## src/rtl/quad_dac_pkg.sv

```systemverilog
package quad_dac_pkg;
  localparam int unsigned DEF_CH_NUM      = 4;
  localparam int unsigned DEF_CODE_W      = 6;
  localparam int unsigned DEF_SYNC_STAGES = 2;

  typedef struct packed {
    logic sdata;
    logic en_n;
    logic sclk;
  } ser_pins_t;

  localparam ser_pins_t PINS_IDLE = '{sdata: 1'b0, en_n: 1'b1, sclk: 1'b0};
endpackage

```

## src/rtl/qdi_sync.sv

```systemverilog
module qdi_sync #(
  parameter int unsigned          W       = 3,
  parameter int unsigned          STAGES  = 2,
  parameter logic [W-1:0]         RST_VAL = '0
) (
  input  logic         clk_i,
  input  logic         rst_ni,
  input  logic [W-1:0] d_i,
  output logic [W-1:0] q_o
);
  logic [STAGES-1:0][W-1:0] stg_q;

  generate
    if (STAGES == 1) begin : g_one
      always_ff @(posedge clk_i or negedge rst_ni) begin
        if (!rst_ni) stg_q <= RST_VAL;
        else         stg_q <= d_i;
      end
    end else begin : g_chain
      always_ff @(posedge clk_i or negedge rst_ni) begin
        if (!rst_ni) stg_q <= {STAGES{RST_VAL}};
        else         stg_q <= {stg_q[STAGES-2:0], d_i};
      end
    end
  endgenerate

  assign q_o = stg_q[STAGES-1];
endmodule

```

## src/rtl/qdi_edge_gate.sv

```systemverilog
module qdi_edge_gate (
  input  logic clk_i,
  input  logic rst_ni,
  input  logic sclk_s_i,
  input  logic en_n_s_i,
  output logic shift_o,
  output logic load_o
);
  logic sclk_d_q, en_d_q, gate_q;

  // gate follows enable only while sclk is high, like a transparent latch
  always_ff @(posedge clk_i or negedge rst_ni) begin
    if (!rst_ni) begin
      sclk_d_q <= 1'b0;
      en_d_q   <= 1'b1;
      gate_q   <= 1'b0;
    end else begin
      sclk_d_q <= sclk_s_i;
      en_d_q   <= en_n_s_i;
      if (sclk_s_i) gate_q <= ~en_n_s_i;
    end
  end

  assign shift_o = sclk_d_q & ~sclk_s_i & gate_q;
  assign load_o  = en_n_s_i & ~en_d_q;


  no_shift_on_rise_chk: assert property (@(posedge clk_i) disable iff (!rst_ni)
    shift_o |-> $past(sclk_s_i) && !sclk_s_i);
endmodule

```

## src/rtl/qdi_shift_reg.sv

```systemverilog
module qdi_shift_reg #(
  parameter int unsigned FRAME_W = 24
) (
  input  logic               clk_i,
  input  logic               rst_ni,
  input  logic               shift_i,
  input  logic               sdata_i,
  output logic [FRAME_W-1:0] sr_next_o,
  output logic               sdout_o
);
  logic [FRAME_W-1:0] sr_q;

  assign sr_next_o = shift_i ? {sr_q[FRAME_W-2:0], sdata_i} : sr_q;

  always_ff @(posedge clk_i or negedge rst_ni) begin
    if (!rst_ni) sr_q <= '0;
    else         sr_q <= sr_next_o;
  end

  assign sdout_o = sr_q[FRAME_W-1];


  sdout_hold_chk: assert property (@(posedge clk_i) disable iff (!rst_ni)
    !shift_i |=> $stable(sdout_o));
endmodule

```

## src/rtl/qdi_hold_latch.sv

```systemverilog
module qdi_hold_latch #(
  parameter int unsigned CH_NUM = 4,
  parameter int unsigned CODE_W = 6,
  localparam int unsigned FRAME_W = CH_NUM * CODE_W
) (
  input  logic               clk_i,
  input  logic               rst_ni,
  input  logic               load_i,
  input  logic [FRAME_W-1:0] frame_i,
  output logic [FRAME_W-1:0] codes_o
);
  generate
    for (genvar ch = 0; ch < CH_NUM; ch++) begin : g_ch
      logic [CODE_W-1:0] code_q;
      always_ff @(posedge clk_i or negedge rst_ni) begin
        if (!rst_ni)     code_q <= '0;
        else if (load_i) code_q <= frame_i[ch*CODE_W +: CODE_W];
      end
      assign codes_o[ch*CODE_W +: CODE_W] = code_q;
    end
  endgenerate


  codes_hold_chk: assert property (@(posedge clk_i) disable iff (!rst_ni)
    !load_i |=> $stable(codes_o));
endmodule

```

## src/rtl/quad_dac_input_reg.sv

```systemverilog
module quad_dac_input_reg
  import quad_dac_pkg::*;
#(
  parameter int unsigned CH_NUM      = DEF_CH_NUM,
  parameter int unsigned CODE_W      = DEF_CODE_W,
  parameter int unsigned SYNC_STAGES = DEF_SYNC_STAGES,
  localparam int unsigned FRAME_W    = CH_NUM * CODE_W
) (
  input  logic               clk_i,
  input  logic               rst_ni,
  input  logic               sclk_i,
  input  logic               en_ni,
  input  logic               sdata_i,
  output logic               sdout_o,
  output logic [FRAME_W-1:0] codes_o
);
  ser_pins_t          pins_raw, pins_s;
  logic               shift, load;
  logic [FRAME_W-1:0] sr_next;

  assign pins_raw = '{sdata: sdata_i, en_n: en_ni, sclk: sclk_i};

  qdi_sync #(
    .W($bits(ser_pins_t)), .STAGES(SYNC_STAGES), .RST_VAL(PINS_IDLE)
  ) u_sync (
    .clk_i(clk_i), .rst_ni(rst_ni), .d_i(pins_raw), .q_o(pins_s)
  );

  qdi_edge_gate u_edge (
    .clk_i(clk_i), .rst_ni(rst_ni),
    .sclk_s_i(pins_s.sclk), .en_n_s_i(pins_s.en_n),
    .shift_o(shift), .load_o(load)
  );

  qdi_shift_reg #(.FRAME_W(FRAME_W)) u_sr (
    .clk_i(clk_i), .rst_ni(rst_ni), .shift_i(shift), .sdata_i(pins_s.sdata),
    .sr_next_o(sr_next), .sdout_o(sdout_o)
  );

  qdi_hold_latch #(.CH_NUM(CH_NUM), .CODE_W(CODE_W)) u_hold (
    .clk_i(clk_i), .rst_ni(rst_ni), .load_i(load), .frame_i(sr_next),
    .codes_o(codes_o)
  );


  en_blocks_shift_chk: assert property (@(posedge clk_i) disable iff (!rst_ni)
    shift |-> !$past(pins_s.en_n));


  collide_bit_kept_chk: assert property (@(posedge clk_i) disable iff (!rst_ni)
    (shift && load) |=> codes_o[0] == $past(pins_s.sdata));
endmodule

```

## config.mk

```make
export PLATFORM = sky130hd
export DESIGN_NAME = quad_dac_input_reg
export DESIGN_NICKNAME = d
export VERILOG_FILES = /design/src/rtl/quad_dac_pkg.sv /design/src/rtl/qdi_sync.sv /design/src/rtl/qdi_edge_gate.sv /design/src/rtl/qdi_shift_reg.sv /design/src/rtl/qdi_hold_latch.sv /design/src/rtl/quad_dac_input_reg.sv
export SDC_FILE = /design/constraint.sdc
export NUM_CORES = 1
export LEC_CHECK = 0
export BUFFER_PORTS_ARGS = -buffer_cell sky130_fd_sc_hd__clkbuf_2
export CORE_MARGIN = 2
export CORE_UTILIZATION = 56
export CTS_CLUSTER_DIAMETER = 100
export DETAILED_ROUTE_END_ITERATION = 8
export PLACE_DENSITY = 0.78
export SYNTH_ARGS = -nofsm -noshare
export SYNTH_HDL_FRONTEND = slang
export SYNTH_SLANG_ARGS = --single-unit
```

## constraint.sdc

```tcl
create_clock -name clk_i -period 1.72 [get_ports clk_i]
set_clock_uncertainty 0.15 [all_clocks]
set_input_delay 0.172 -clock clk_i [delete_from_list [all_inputs] [get_ports clk_i]]
set_output_delay 0.172 -clock clk_i [all_outputs]
set_load 0.005 [all_outputs]
```

# After elaboration in Yosys (flattened, before gate mapping)

Cells that the tools add are included.

Reductions and logical operators: 0
Order comparisons: 0
Divide/modulo/power cells: 0
Mux-type cells: 1
Equal/unequal tests: 0
$mul: 0
Bitwise operators: 6
Add/subtract/negate cells: 0
Shift-type cells: 0

Operators with widths:

| cell               | count |
|---|---|
| two-way mux 24 bit | 1 |
| bitwise AND 1 bit  | 3 |
| NOT 1 bit          | 3 |

Register bits: 57
Output and inout bits: 25
Memory bits (read-only): 0
Logic and storage cells: 17
Memories: 0
Latch bits: 0
RAM bits: 0

# Longest topological paths before layout

Gate-level depths: netlist of run 1.

Word-level depth: 4
Mapped depth: 5

# Modules after synthesis

A second synthesis of run 1 with hierarchy kept.

Cell total of the unflattened synthesis: 118
Area, all modules: 2278.4 µm²

By module, submodules not included:

| module         | instances | area each (µm²) | cells an instance | sequential area each (µm²) |
|---|---|---|---|---|
| qdi_hold_latch | 1         | 997.2           | 51                | 600.6 |
| qdi_shift_reg  | 1         | 997.2           | 51                | 600.6 |
| qdi_sync       | 1         | 175.2           | 9                 | 152.6 |
| qdi_edge_gate  | 1         | 108.9           | 7                 | 76.3 |

# Worst setup path after synthesis of run 1

No wires, ideal clock.

Path kind: register to register
From: reg u_sync.stg_q, in the netlist u_sync.q_o[1]
To: reg u_hold.g_ch[0].code_q[0]
Buffers on the path: 2
Path slack: 0.346 ns
Arrival time: 1.095 ns
Cell stages (with the launch flop): 5
Clock period less this slack: 1.374 ns
Data required time: 1.441 ns
Cells stage by stage: dfstp_2 nor2b_2 buf_4 buf_4 a31oi_2

Cells in the longest elaborated chain, start to end: 1

RTL lines:

| element                | line                 | text |
|---|---|---|
| from (decl)            | qdi_sync.sv:11       | `logic [STAGES-1:0][W-1:0] stg_q;` |
| from (signal assigned) | qdi_sync.sv:21       | `if (!rst_ni) stg_q <= {STAGES{RST_VAL}};` |
| from (signal assigned) | qdi_sync.sv:22       | `else stg_q <= {stg_q[STAGES-2:0], d_i};` |
| bitwise AND 1 bit      | qdi_edge_gate.sv:25  | `assign load_o = en_n_s_i & ~en_d_q;` |
| to (signal assigned)   | qdi_hold_latch.sv:17 | `else if (load_i) code_q <= frame_i[ch*CODE_W +: CODE_W];` |
| to (decl)              | qdi_hold_latch.sv:14 | `logic [CODE_W-1:0] code_q;` |

Every way passes these cells.
A chain may end at the register's enable or synchronous reset.

# Worst setup path in the final report of run 1

From: reg u_sync.stg_q, in the netlist u_sync.q_o[1]
To: reg u_hold.g_ch[0].code_q[3]

Same word-level chain as after synthesis.

==> results.ini, run 1 <==
[clock_network]
cts_root_buf = clkbuf_8
insertion_delay_ns = 0.33
cts_buffer_depth = 2
cts_tree = yes
clk_pin_slew_ns = 0.06
cts_sinks = 57
cts_setup_buffers = 0
cts_made_buffers = 9
cts-htree-levels = 3

[placement]
hpwl_mm = 2.330
place_worst_setup_slack_ns = 0.2968
port_buffers = 29
gp_congestion = 0.6863

[finish]
final_cell_mix = 54 x dfrtp_1, 52 x nand2_1, 29 x clkbuf_2
nNetsFinal = 238
antennaDiodeCount = 0
area_growth_pct = 18.02
finalCoreUtilization = 0.6757
layout-drive-gt1-share = 0.3866
final_common_cell = dfrtp_1

[power_and_ir_drop]
p_switching_w = 0.0007727
pwr-share-comb = 0.130
internal-power_w = 0.002288
clockPowerShare = 0.351
p_leak_nw = 1.334
p_sw_frac = 0.2525
powerDensity_nw_per_um2 = 1149
ir_drop_uv = 697.6
seq_power_share = 0.518

[timing]
setup_viol = 0
finalCriticalPeriod_ns = 1.427
tightest_slew_ns = 0.3485
hold_violations = 0
slew_violations = 0
rsz0062_at_grt = false
fin_crit_sh = 0.8296
fmax_mhz = 700.9
finalWorstSetupSlack_ns = 0.2932
slew_headroom = 0.7677
tns_ns = 0

[synth]
yosysSeqAreaShare = 0.6336
synth.distinct_cells = 17
yosys_warnings = 0
syn_inst = 192
yosysTopAreaCell = dfrtp_1
synthTopCellsByArea = dfrtp_1 60%, a31oi_2 11%, nand2_1 8.6%, nand2_2 5.3%, nor2_1 4.0%
syn-mean-instance-area_sq_um = 11.76
ys_seq_elements = 57
synth_top_area_frac = 0.5987
syn-num-nets = 197
synth.cell_area_sq_um = 2257

[route]
wl_per_cell_microns = 12.20
vias_per_cell = 5.017
ant_nets = 0
drt_iter0_markers = 61
finalWirelength_mm = 3.515
vias = 1445
drc = 0
firstDrtPassIters = 4

[floorplan]
fp.dieW_microns = 67.49
rows = 23
fp.dieH_microns = 67.49
fp.coreArea_sq_um = 3943
die_area_sq_um = 4554
num_io_pins = 30
initial_utilization = 0.5725

[setup_path]
crit_type = flip-flop to flip-flop
r2r_cells = 4
r2r_setup_slack_ns = 0.29
r2r-end = u_hold.g_ch[0].code_q[3]
cp_max_fo = 40
cp.arrival_ns = 1.52
worst_ep_required_time_ns = 1.82
timing.rr.start = u_sync.q_o[1]
crit_path_start = u_sync.q_o[1]
crit_path_end_kind = flip-flop
worstSetupStartpointType = flip-flop

[grt]
antenna_found_initial = 0
grt_max_degree = 46
grt_pass1_wl_mm = 6.299
grt_pass1_vias = 1463
overflow = 0
grt_usage = 0.1930

[status]
outcome = finished, final reports clean

[run]
max-cap-violations = 0

[worst_hold_path]
hold_class = primary input to asynchronous set/reset pin

[layout make-up]
class	count	area [sq um]
inverters	1	3.754
well taps	50	62.56
repair buffers	40	262.8
clock buffers	16	170.2
multi-input cells	124	734.5
flip-flops and latches	57	1430
fillers	304	1279
[critical path: stages (launching register included)]
cell	delay, ns
dfstp_2	0.53
nor2b_4	0.17
buf_12	0.24
nor2_1	0.09
a31oi_2	0.15
[Yosys cell counts]
cell type,n
buf_6,1
nand2_2,19
buf_12,2
nor2b_2,1
a31oi_2,20
buf_2,4
nor2_1,24
dfstp_2,3
nand3b_2,1
a31oi_1,4
mux2i_1,1
dfrtp_1,54
inv_1,1
and3b_1,1
buf_4,3
nand2_4,1
nand2_1,52
[metrics by stage]
stage	cell area, sq um	total power (W)	cells	hold WS (ns)
4_1_cts	2664	0.003096	288	0.1342
5_1_grt	2664	0.003222	288	0.1652
3_5_place_dp	2454	0.002014	268	-0.05407
2_1_floorplan	2257	0.001850	192	-0.2736
3_3_place_gp	2454	0.001998	268	-0.05967
6_report	2664	0.003061	288	0.1305
[state kept, by name, summed over array words and instances (netlist names)]
register and cells:
u_edge.en_d_q 1, u_edge.sclk_d_q 1, u_hold.g_ch.code_q 24, u_edge.gate_q 1, u_sync.q_o 3, u_sync.stg_q 3, u_sr.sr_q 24
[power groups by stage]
| stage | sequential (W) | combinational, W | clock [W] |
|---|---|---|---|
| 2_1_floorplan | 0.00161 | 0.000242 | 0 |
| 3_3_place_gp | 0.00161 | 0.000389 | 0 |
| 3_5_place_dp | 0.00161 | 0.000403 | 0 |
| 4_1_cts | 0.00159 | 0.000411 | 0.00110 |
| 5_1_grt | 0.00161 | 0.000461 | 0.00115 |
| 6_report | 0.00159 | 0.000399 | 0.00108 |
[layer usage]
layer	global-route usage	vias up	part of all wire
li1	-	710	-
met1	0.2489	695	0.47
met2	0.2892	32	0.46
met3	0.05167	8	0.042
met4	0.1224	0	0.022
met5	0	-	0
[what timing repair did]
action,4_1_cts,5_1_grt
hold buffers,4,0
resized for setup,0,0
hold endpoints to repair,57,0
[kinds of logic after synthesis]
logic type,Yosys count,synth area share
AOI/OAI and AO/OA,24,0.1219
buffers and inverters,11,0.04324
and+or+nand+nor,99,0.1968
DFF,57,0.6336
muxes,1,0.004435
[worst max-delay path by stage]
stage,endpoint,slack (ns),cells past startpoint
2_1_floorplan,u_hold.g_ch[0].code_q[0],0.35,4
3_3_place_gp,u_hold.g_ch[1].code_q[2],0.35,4
6_report,u_hold.g_ch[0].code_q[3],0.29,4
4_1_cts,u_hold.g_ch[0].code_q[3],0.28,4
5_1_grt,u_hold.g_ch[1].code_q[3],0.23,4
3_5_place_dp,u_hold.g_ch[0].code_q[3],0.30,4
(Power assumes the default switching activity.)
==> run 2: changes to the inputs <==
--- a/config.mk
+++ b/config.mk
@@ -5,12 +5,13 @@
 export SDC_FILE = /design/constraint.sdc
 export NUM_CORES = 1
 export LEC_CHECK = 0
+export ABC_AREA = 1
 export BUFFER_PORTS_ARGS = -buffer_cell sky130_fd_sc_hd__clkbuf_2
 export CORE_MARGIN = 2
-export CORE_UTILIZATION = 56
+export CORE_UTILIZATION = 51
 export CTS_CLUSTER_DIAMETER = 100
 export DETAILED_ROUTE_END_ITERATION = 8
-export PLACE_DENSITY = 0.78
+export PLACE_DENSITY = 0.74
 export SYNTH_ARGS = -nofsm -noshare
 export SYNTH_HDL_FRONTEND = slang
 export SYNTH_SLANG_ARGS = --single-unit
==> constraint.sdc (replaced) <==
create_clock -name clk_i -period 1.25 [get_ports clk_i]
set_clock_uncertainty 0.15 [all_clocks]
set_input_delay 0.125 -clock clk_i [delete_from_list [all_inputs] [get_ports clk_i]]
set_output_delay 0.125 -clock clk_i [all_outputs]
set_load 0.005 [all_outputs]
==> run 2 against run 1 <==
The run now ends with negative setup slack left. First-iteration DRC count grew to 2.7 times the previous value. Total power grew 67%. Die area grew 17%. Sequential power grew 50%. Count of clock-buffer cells in the layout shrank 3. Sequential share of layout area shrank 7.4 points. Global-route usage grew 0.29 points. Non-clock buffer count grew 15. Cell area grew 16%. Worst hold slack gained 0.052 ns. Routed wire length grew 34%. Critical path type unchanged. Highest routed layer unchanged.
==> results.ini, run 2 <==
[status]
outcome = finished, violations left
violations = negative setup slack

[timing]
fmax_mhz = 769.2  ; +9.7%
fin_crit_sh = 1.040  ; +0.2106
tightest_slew_ns = 0.2884  ; -0.06013 ns
slew_headroom = 0.8077  ; +0.04009
finalWorstSetupSlack_ns = -0.05013  ; -0.3433 ns
tns_ns = -1.036  ; -1.036 ns
rsz0062_at_grt = true
slew_violations = 0  ; unchanged
finalCriticalPeriod_ns = 1.300  ; -0.1267 ns
setup_viol = 36  ; +36
hold_violations = 0  ; unchanged

[placement]
dp.cells = 331  ; +24%
port_buffers = 29  ; unchanged
hpwl_mm = 2.777  ; +19%
place_worst_setup_slack_ns = -0.09565  ; -0.3924 ns
placed_area_sq_um = 2689  ; +9.6%
gp_congestion = 0.7166  ; +4.4%

[route]
vias_per_cell = 5.011  ; -0.12%
firstDrtPassIters = 4  ; unchanged
wl_per_cell_microns = 13.18  ; +8.0%
drt_iter0_markers = 163  ; +170%
finalWirelength_mm = 4.717  ; +34%
vias = 1794  ; +24%
drc = 0  ; unchanged
ant_nets = 0  ; unchanged

[setup_path]
cp_max_fo = 6  ; -85%
r2r_cells = 5  ; +1
path_delay_family = flip-flops
crit_chain = inv_4, buf_4, buf_6, nand4_1, and2_1
slowest_delay_ns = 0.41  ; -0.12 ns
crit_type = flip-flop to flip-flop
cp_num_cells = 5  ; +1
path_buf_inv = 3  ; +2
cp_slowest_cell = dfrtp_1
cp.arrival_ns = 1.37  ; -0.15 ns
worstSetupStartpointType = flip-flop
crit_path_end_kind = flip-flop
worst_ep_required_time_ns = 1.32  ; -0.50 ns
r2r_setup_slack_ns = -0.05  ; -0.34 ns

[synth]
syn_inst = 247  ; +29%
ys_seq_elements = 57  ; unchanged
synth.most_common_cell = dfrtp_1
synth_top_area_frac = 0.5576  ; -0.04111
synth.cell_area_sq_um = 2424  ; +7.4%
synthTopCellsByArea = dfrtp_1 56%, nand2_1 8.2%, and2_1 6.2%, nand4_1 6.2%, nand2_2 5.2%
synth-xor-area-share = 0  ; unchanged
synth_compound_area_frac = 0.002065  ; -0.1199
yosysSeqAreaShare = 0.5901  ; -0.04350
synth_top_family_by_area = simple AND/OR/NAND/NOR gates
synth.area.mux_share = 0  ; -0.004435
synthAdderAreaFrac = 0  ; unchanged
synthSimpleGateAreaFrac = 0.3191  ; +0.1223
synth.distinct_cells = 16  ; -1
ys.flop_type = dfrtp_1
async_flop_share = 1.000  ; unchanged
yosys_warnings = 0  ; unchanged
synth-edff-count = 0  ; unchanged
synth_top_cells_by_count = 54 x dfrtp_1, 53 x nand2_1, 27 x inv_1
syn-mean-instance-area_sq_um = 9.812  ; -17%
syn-num-nets = 252  ; +28%
yosysTopAreaCell = dfrtp_1

[grt]
grt_pass1_wl_mm = 7.741  ; +23%
overflow = 0  ; unchanged
grt_max_degree = 58  ; +26%
antenna_found_initial = 0  ; unchanged
grt_pass1_vias = 1711  ; +17%
grt_usage = 0.1959  ; +0.002927
busiest_layer = met2
grt_use_met3 = 0.04558  ; -0.006087
groute.layer.met2.usage = 0.3061  ; +0.01684
grt_use_met1 = 0.2514  ; +0.002507

[floorplan]
fp.dieH_microns = 72.94  ; +8.1%
rows = 25  ; +8.7%
fp.dieW_microns = 72.94  ; +8.1%
fp.coreArea_sq_um = 4661  ; +18%
initial_utilization = 0.5200  ; -0.05252
die_area_sq_um = 5320  ; +17%
num_io_pins = 30  ; unchanged

[clock_network]
cts_root_buf = clkbuf_8
cts_made_buffers = 9  ; unchanged
cts_tree = yes
cts_sinks = 57  ; unchanged
cts-htree-levels = 3  ; unchanged
insertion_delay_ns = 0.33  ; about the same
cts_buffer_depth = 2  ; unchanged
clk_pin_slew_ns = 0.06  ; about the same

[finish]
final_common_cell = dfrtp_1
nNetsFinal = 304  ; +28%
regArea_sq_um = 1430  ; unchanged
area_growth_pct = 27.57
final_cell_mix = 54 x dfrtp_1, 48 x nand2_1, 29 x clkbuf_2
multi_input_area_sq_um = 855.8  ; +17%
antennaDiodeCount = 0  ; unchanged
finalNonFillerCells = 358  ; +24%
top_regs = u_hold.g_ch.code_q: 24 flops, u_sr.sr_q: 24 flops
layout-drive-gt1-share = 0.3487  ; -0.03787
postLayoutCellArea_sq_um = 3092  ; +16%
fillers = 401  ; +32%

[worst_hold_path]
hold_class = primary input to asynchronous set/reset pin

[power_and_ir_drop]
p_leak_nw = 1.606  ; +20%
ir_drop_uv = 936.2  ; +34%
powerDensity_nw_per_um2 = 1650  ; +44%

[run]
max-cap-violations = 0  ; unchanged

run 2: cell count changes in the layout (fill, tap and decap cells not counted), moves of 4 or more:
cell,before,now
nand4_1,0,24
buf_6,0,7
nand2_4,1,9
nand2_1,52,48
and2_4,0,8
nand3_1,0,24
a31oi_2,20,0
nor2_1,24,0
buf_4,5,10
and2_1,0,16
inv_1,1,25
a31oi_1,4,0
run 2: kinds of logic after synthesis:
kind of cell / Yosys count
AOI/OAI and AO/OA: 1
buffers and inverters: 42
DFF: 57
and+or+nand+nor: 147
run 2: final cells by class:
class | instances | share of cell area
sequential | 57 | 0.4626
multi-input combinational | 148 | 0.2768
timing repair buffer | 55 | 0.1453
clock buffer | 13 | 0.05140
inverter | 28 | 0.03723
tap | 54 | 0.02185
clock inverter | 3 | 0.004856
run 2: worst reg2reg max path: cells and delay by family (launching register included):
kind / cells / cell delay [ns]
flops: 1 / 0.41
buf+inv: 3 / 0.32
simple gates: 2 / 0.30
run 2: per-stage QoR:
step                  util  total power (W)  hold slack, ns
global placement    0.5769         0.003432      0.00001671
finish              0.6634         0.005102          0.1824
global route        0.6634         0.005427          0.2049
detailed placement  0.5769         0.003468       0.0007052
floorplan                -         0.003082         -0.3206
CTS                 0.6346         0.005014          0.1866
run 2: worst paths after layout:
| path | from | endpoint |
|---|---|---|
| hold reg to reg | u_sync.stg_q[2] | u_sync.q_o[2] |
| hold / removal | rst_ni | u_hold.g_ch[1].code_q[4] |
| min in group clk_i | u_sync.stg_q[2] | u_sync.q_o[2] |
| setup / recovery | u_sync.q_o[0] | u_sr.sr_q[13] |
| setup reg to reg | u_sync.q_o[0] | u_sr.sr_q[13] |
| max in group asynchronous | rst_ni | u_sync.q_o[1] |
run 2: what timing repair did:
action / in CTS / in global routing
endpoints found under the setup margin: 24 / 46
gates resized for setup: 3 / 31
setup buffers: 3 / 3
pin swaps: 0 / 12
hold endpoints to repair: 60 / 0
hold buffers: 4 / 0
gates cloned: 1 / 2
run 2: metal layers:
layer	up-vias	part of all wire
met5	-	0
met4	0	0.024
met3	8	0.030
met2	40	0.47
met1	853	0.48
li1	893	-
run 2: where the power goes:
group	total (W)	switching, W	internal [W]	leakage, nW
logic	0.00123	0.000639	0.000592	0.839
clock network	0.00148	0.000668	0.000817	0.0932
registers	0.00239	0.000154	0.00223	0.674
==> run 3: changes to the inputs <==
--- a/config.mk
+++ b/config.mk
@@ -7,11 +7,13 @@
 export LEC_CHECK = 0
 export ABC_AREA = 1
 export BUFFER_PORTS_ARGS = -buffer_cell sky130_fd_sc_hd__clkbuf_2
+export CELL_PAD_IN_SITES_DETAIL_PLACEMENT = 0
+export CELL_PAD_IN_SITES_GLOBAL_PLACEMENT = 1
 export CORE_MARGIN = 2
-export CORE_UTILIZATION = 51
+export CORE_UTILIZATION = 40
 export CTS_CLUSTER_DIAMETER = 100
 export DETAILED_ROUTE_END_ITERATION = 8
-export PLACE_DENSITY = 0.74
+export PLACE_DENSITY_LB_ADDON = 0.1
 export SYNTH_ARGS = -nofsm -noshare
 export SYNTH_HDL_FRONTEND = slang
 export SYNTH_SLANG_ARGS = --single-unit
==> run 3 against run 2 <==
The run still ends with negative setup slack left. Global-route usage fell by 2.8 points. Critical endpoint is now u_hold.g_ch[2].code_q[5]. Largest power group unchanged. Sequential share of layout area rose by 1.2 points. Routed wire length rose by 2.5%.
==> results.ini, run 3 (synthesis results as in run 2) <==
[status]
outcome = finished, violations left
violations = negative setup slack

[placement]
port_buffers = 29  ; unchanged
gp_congestion = 0.7147  ; -0.27%
hpwl_mm = 3.010  ; +8.4%

[floorplan]
fp.dieH_microns = 81.84  ; +12%
initial_utilization = 0.4118  ; -0.1082
num_io_pins = 30  ; unchanged
die_area_sq_um = 6698  ; +26%
fp.dieW_microns = 81.84  ; +12%
rows = 28  ; +12%
fp.coreArea_sq_um = 5886  ; +26%

[clock_network]
cts_root_buf = clkbuf_8
insertion_delay_ns = 0.34  ; about the same
cts_sinks = 57  ; unchanged
cts_made_buffers = 9  ; unchanged
cts-htree-levels = 3  ; unchanged
cts_buffer_depth = 2  ; unchanged
clk_pin_slew_ns = 0.06  ; about the same
cts_tree = yes

[power_and_ir_drop]
powerDensity_nw_per_um2 = 1773  ; +7.5%
ir_drop_uv = 769.7  ; -18%
power_w = 0.005350  ; +4.9%
p_leak_nw = 1.559  ; -2.9%

[grt]
grt_max_degree = 58  ; unchanged
grt_usage = 0.1676  ; -0.02833
overflow = 0  ; unchanged
grt_pass1_wl_mm = 8.314  ; +7.4%
grt_pass1_vias = 1742  ; +1.8%
antenna_found_initial = 0  ; unchanged

[route]
ant_nets = 0  ; unchanged
firstDrtPassIters = 4  ; unchanged
drc = 0  ; unchanged
wl_per_cell_microns = 12.89  ; -2.2%
vias = 1745  ; -2.7%
vias_per_cell = 4.653  ; -7.1%
finalWirelength_mm = 4.834  ; +2.5%
drt_iter0_markers = 43  ; -74%

[setup_path]
crit_path_start = u_sync.q_o[1]
worst_ep_required_time_ns = 1.37  ; +0.05 ns
r2r_cells = 5  ; unchanged
worstSetupStartpointType = flip-flop
crit_path_end = u_hold.g_ch[2].code_q[5]
cp.arrival_ns = 1.42  ; +0.05 ns
crit_path_end_kind = flip-flop
r2r-end = u_hold.g_ch[2].code_q[5]
timing.rr.start = u_sync.q_o[1]
r2r_setup_slack_ns = -0.05  ; about the same
cp_max_fo = 7  ; +1
crit_type = flip-flop to flip-flop

[timing]
tightest_slew_ns = 0.3106  ; +0.02224 ns
slew_headroom = 0.7929  ; -0.01483
hold_violations = 0  ; unchanged
finalCriticalPeriod_ns = 1.297  ; -0.002990 ns
finalWorstSetupSlack_ns = -0.04714  ; +0.002990 ns
slew_violations = 0  ; unchanged
fmax_mhz = 770.9  ; +0.23%
setup_viol = 24  ; -33%
rsz0062_at_grt = true
fin_crit_sh = 1.038  ; -0.002392

[run]
max-cap-violations = 0  ; unchanged

[finish]
area_growth_pct = 24.47
layout-drive-gt1-share = 0.3133  ; -0.03535
top_regs = u_hold.g_ch.code_q: 24 flops, u_sr.sr_q: 24 flops
fillers = 557  ; +39%
final_common_cell = dfrtp_1
nNetsFinal = 300  ; -1.3%
antennaDiodeCount = 0  ; unchanged
finalCoreUtilization = 0.5125  ; -0.1508
final_cell_mix = 54 x dfrtp_1, 53 x nand2_1, 29 x clkbuf_2

[worst_hold_path]
hold_class = primary input to asynchronous set/reset pin

-- run 3: cell count changes in the layout (fill, tap and decap cells not counted), sizes merged --
cell / before / now
buf: 20 / 18
clkinv: 3 / 1
bufinv: 0 / 1
clkbuf: 44 / 43
-- run 3: how the worst min path moves through the flow --
stage | startpoint | to | depth (start not counted)
CTS | rst_ni | u_sr.sr_q[0] | 3
global placement | rst_ni | u_sr.sr_q[19] | 2
detailed placement | rst_ni | u_hold.g_ch[3].code_q[1] | 2
global route | u_sync.stg_q[2] | u_sync.q_o[2] | 0
finish | rst_ni | u_hold.g_ch[3].code_q[1] | 3
floorplan | rst_ni | u_edge.gate_q | 0
-- run 3: critical path: stages (launching register included) --
cell and delay (ns):
dfstp_2 0.54, inv_2 0.04, nor2_4 0.16, buf_4 0.19, nand3_1 0.09, nand2_1 0.07
-- run 3: final cells by class --
class,count,area [sq um],area share
repair buffers,51,361.6,0.1199
clock inverters,2,35.03,0.01161
flip-flops and latches,57,1430,0.4741
well taps,75,93.84,0.03111
multi-input cells,148,803.3,0.2663
inverters,28,110.1,0.03650
clock buffers,14,182.7,0.06056
-- run 3: through the flow --
stage | hold WS, ns | worst slack (ns) | cell area (sq um) | setup TNS, ns | instances
after floorplan | -0.3206 | -0.006026 | 2424 | -0.1205 | 247
after global placement | 0.01016 | -0.07479 | 2718 | -1.634 | 354
after detailed placement | 0.008698 | -0.1188 | 2718 | -2.294 | 354
after CTS | 0.1794 | -0.04206 | 2989 | -0.6220 | 375
after global routing | 0.2152 | -0.1097 | 3017 | -3.039 | 375
final | 0.1719 | -0.04714 | 3017 | -0.6059 | 375
-- run 3: layer usage --
metal | vias up | share of wire | GRT usage
met2 | 24 | 0.44 | 0.2472
met3 | 11 | 0.029 | 0.03626
li1 | 884 | - | -
met1 | 826 | 0.50 | 0.2299
met5 | - | 0 | 0
met4 | 0 | 0.024 | 0.09000
-- run 3: repair_timing --
action / 4_1_cts / 5_1_grt
buffers inserted: 1 / 0
gates cloned: 0 / 0
hold buffers: 4 / 0
gates resized for setup: 2 / 8
setup endpoints to repair: 33 / 48
hold endpoints to repair: 60 / 0
-- run 3: where the power goes --
group | switching [W] | total [W] | internal [W]
Combinational | 0.000589 | 0.00111 | 0.000520
Clock | 0.000721 | 0.00186 | 0.00114
Sequential | 0.000154 | 0.00238 | 0.00223
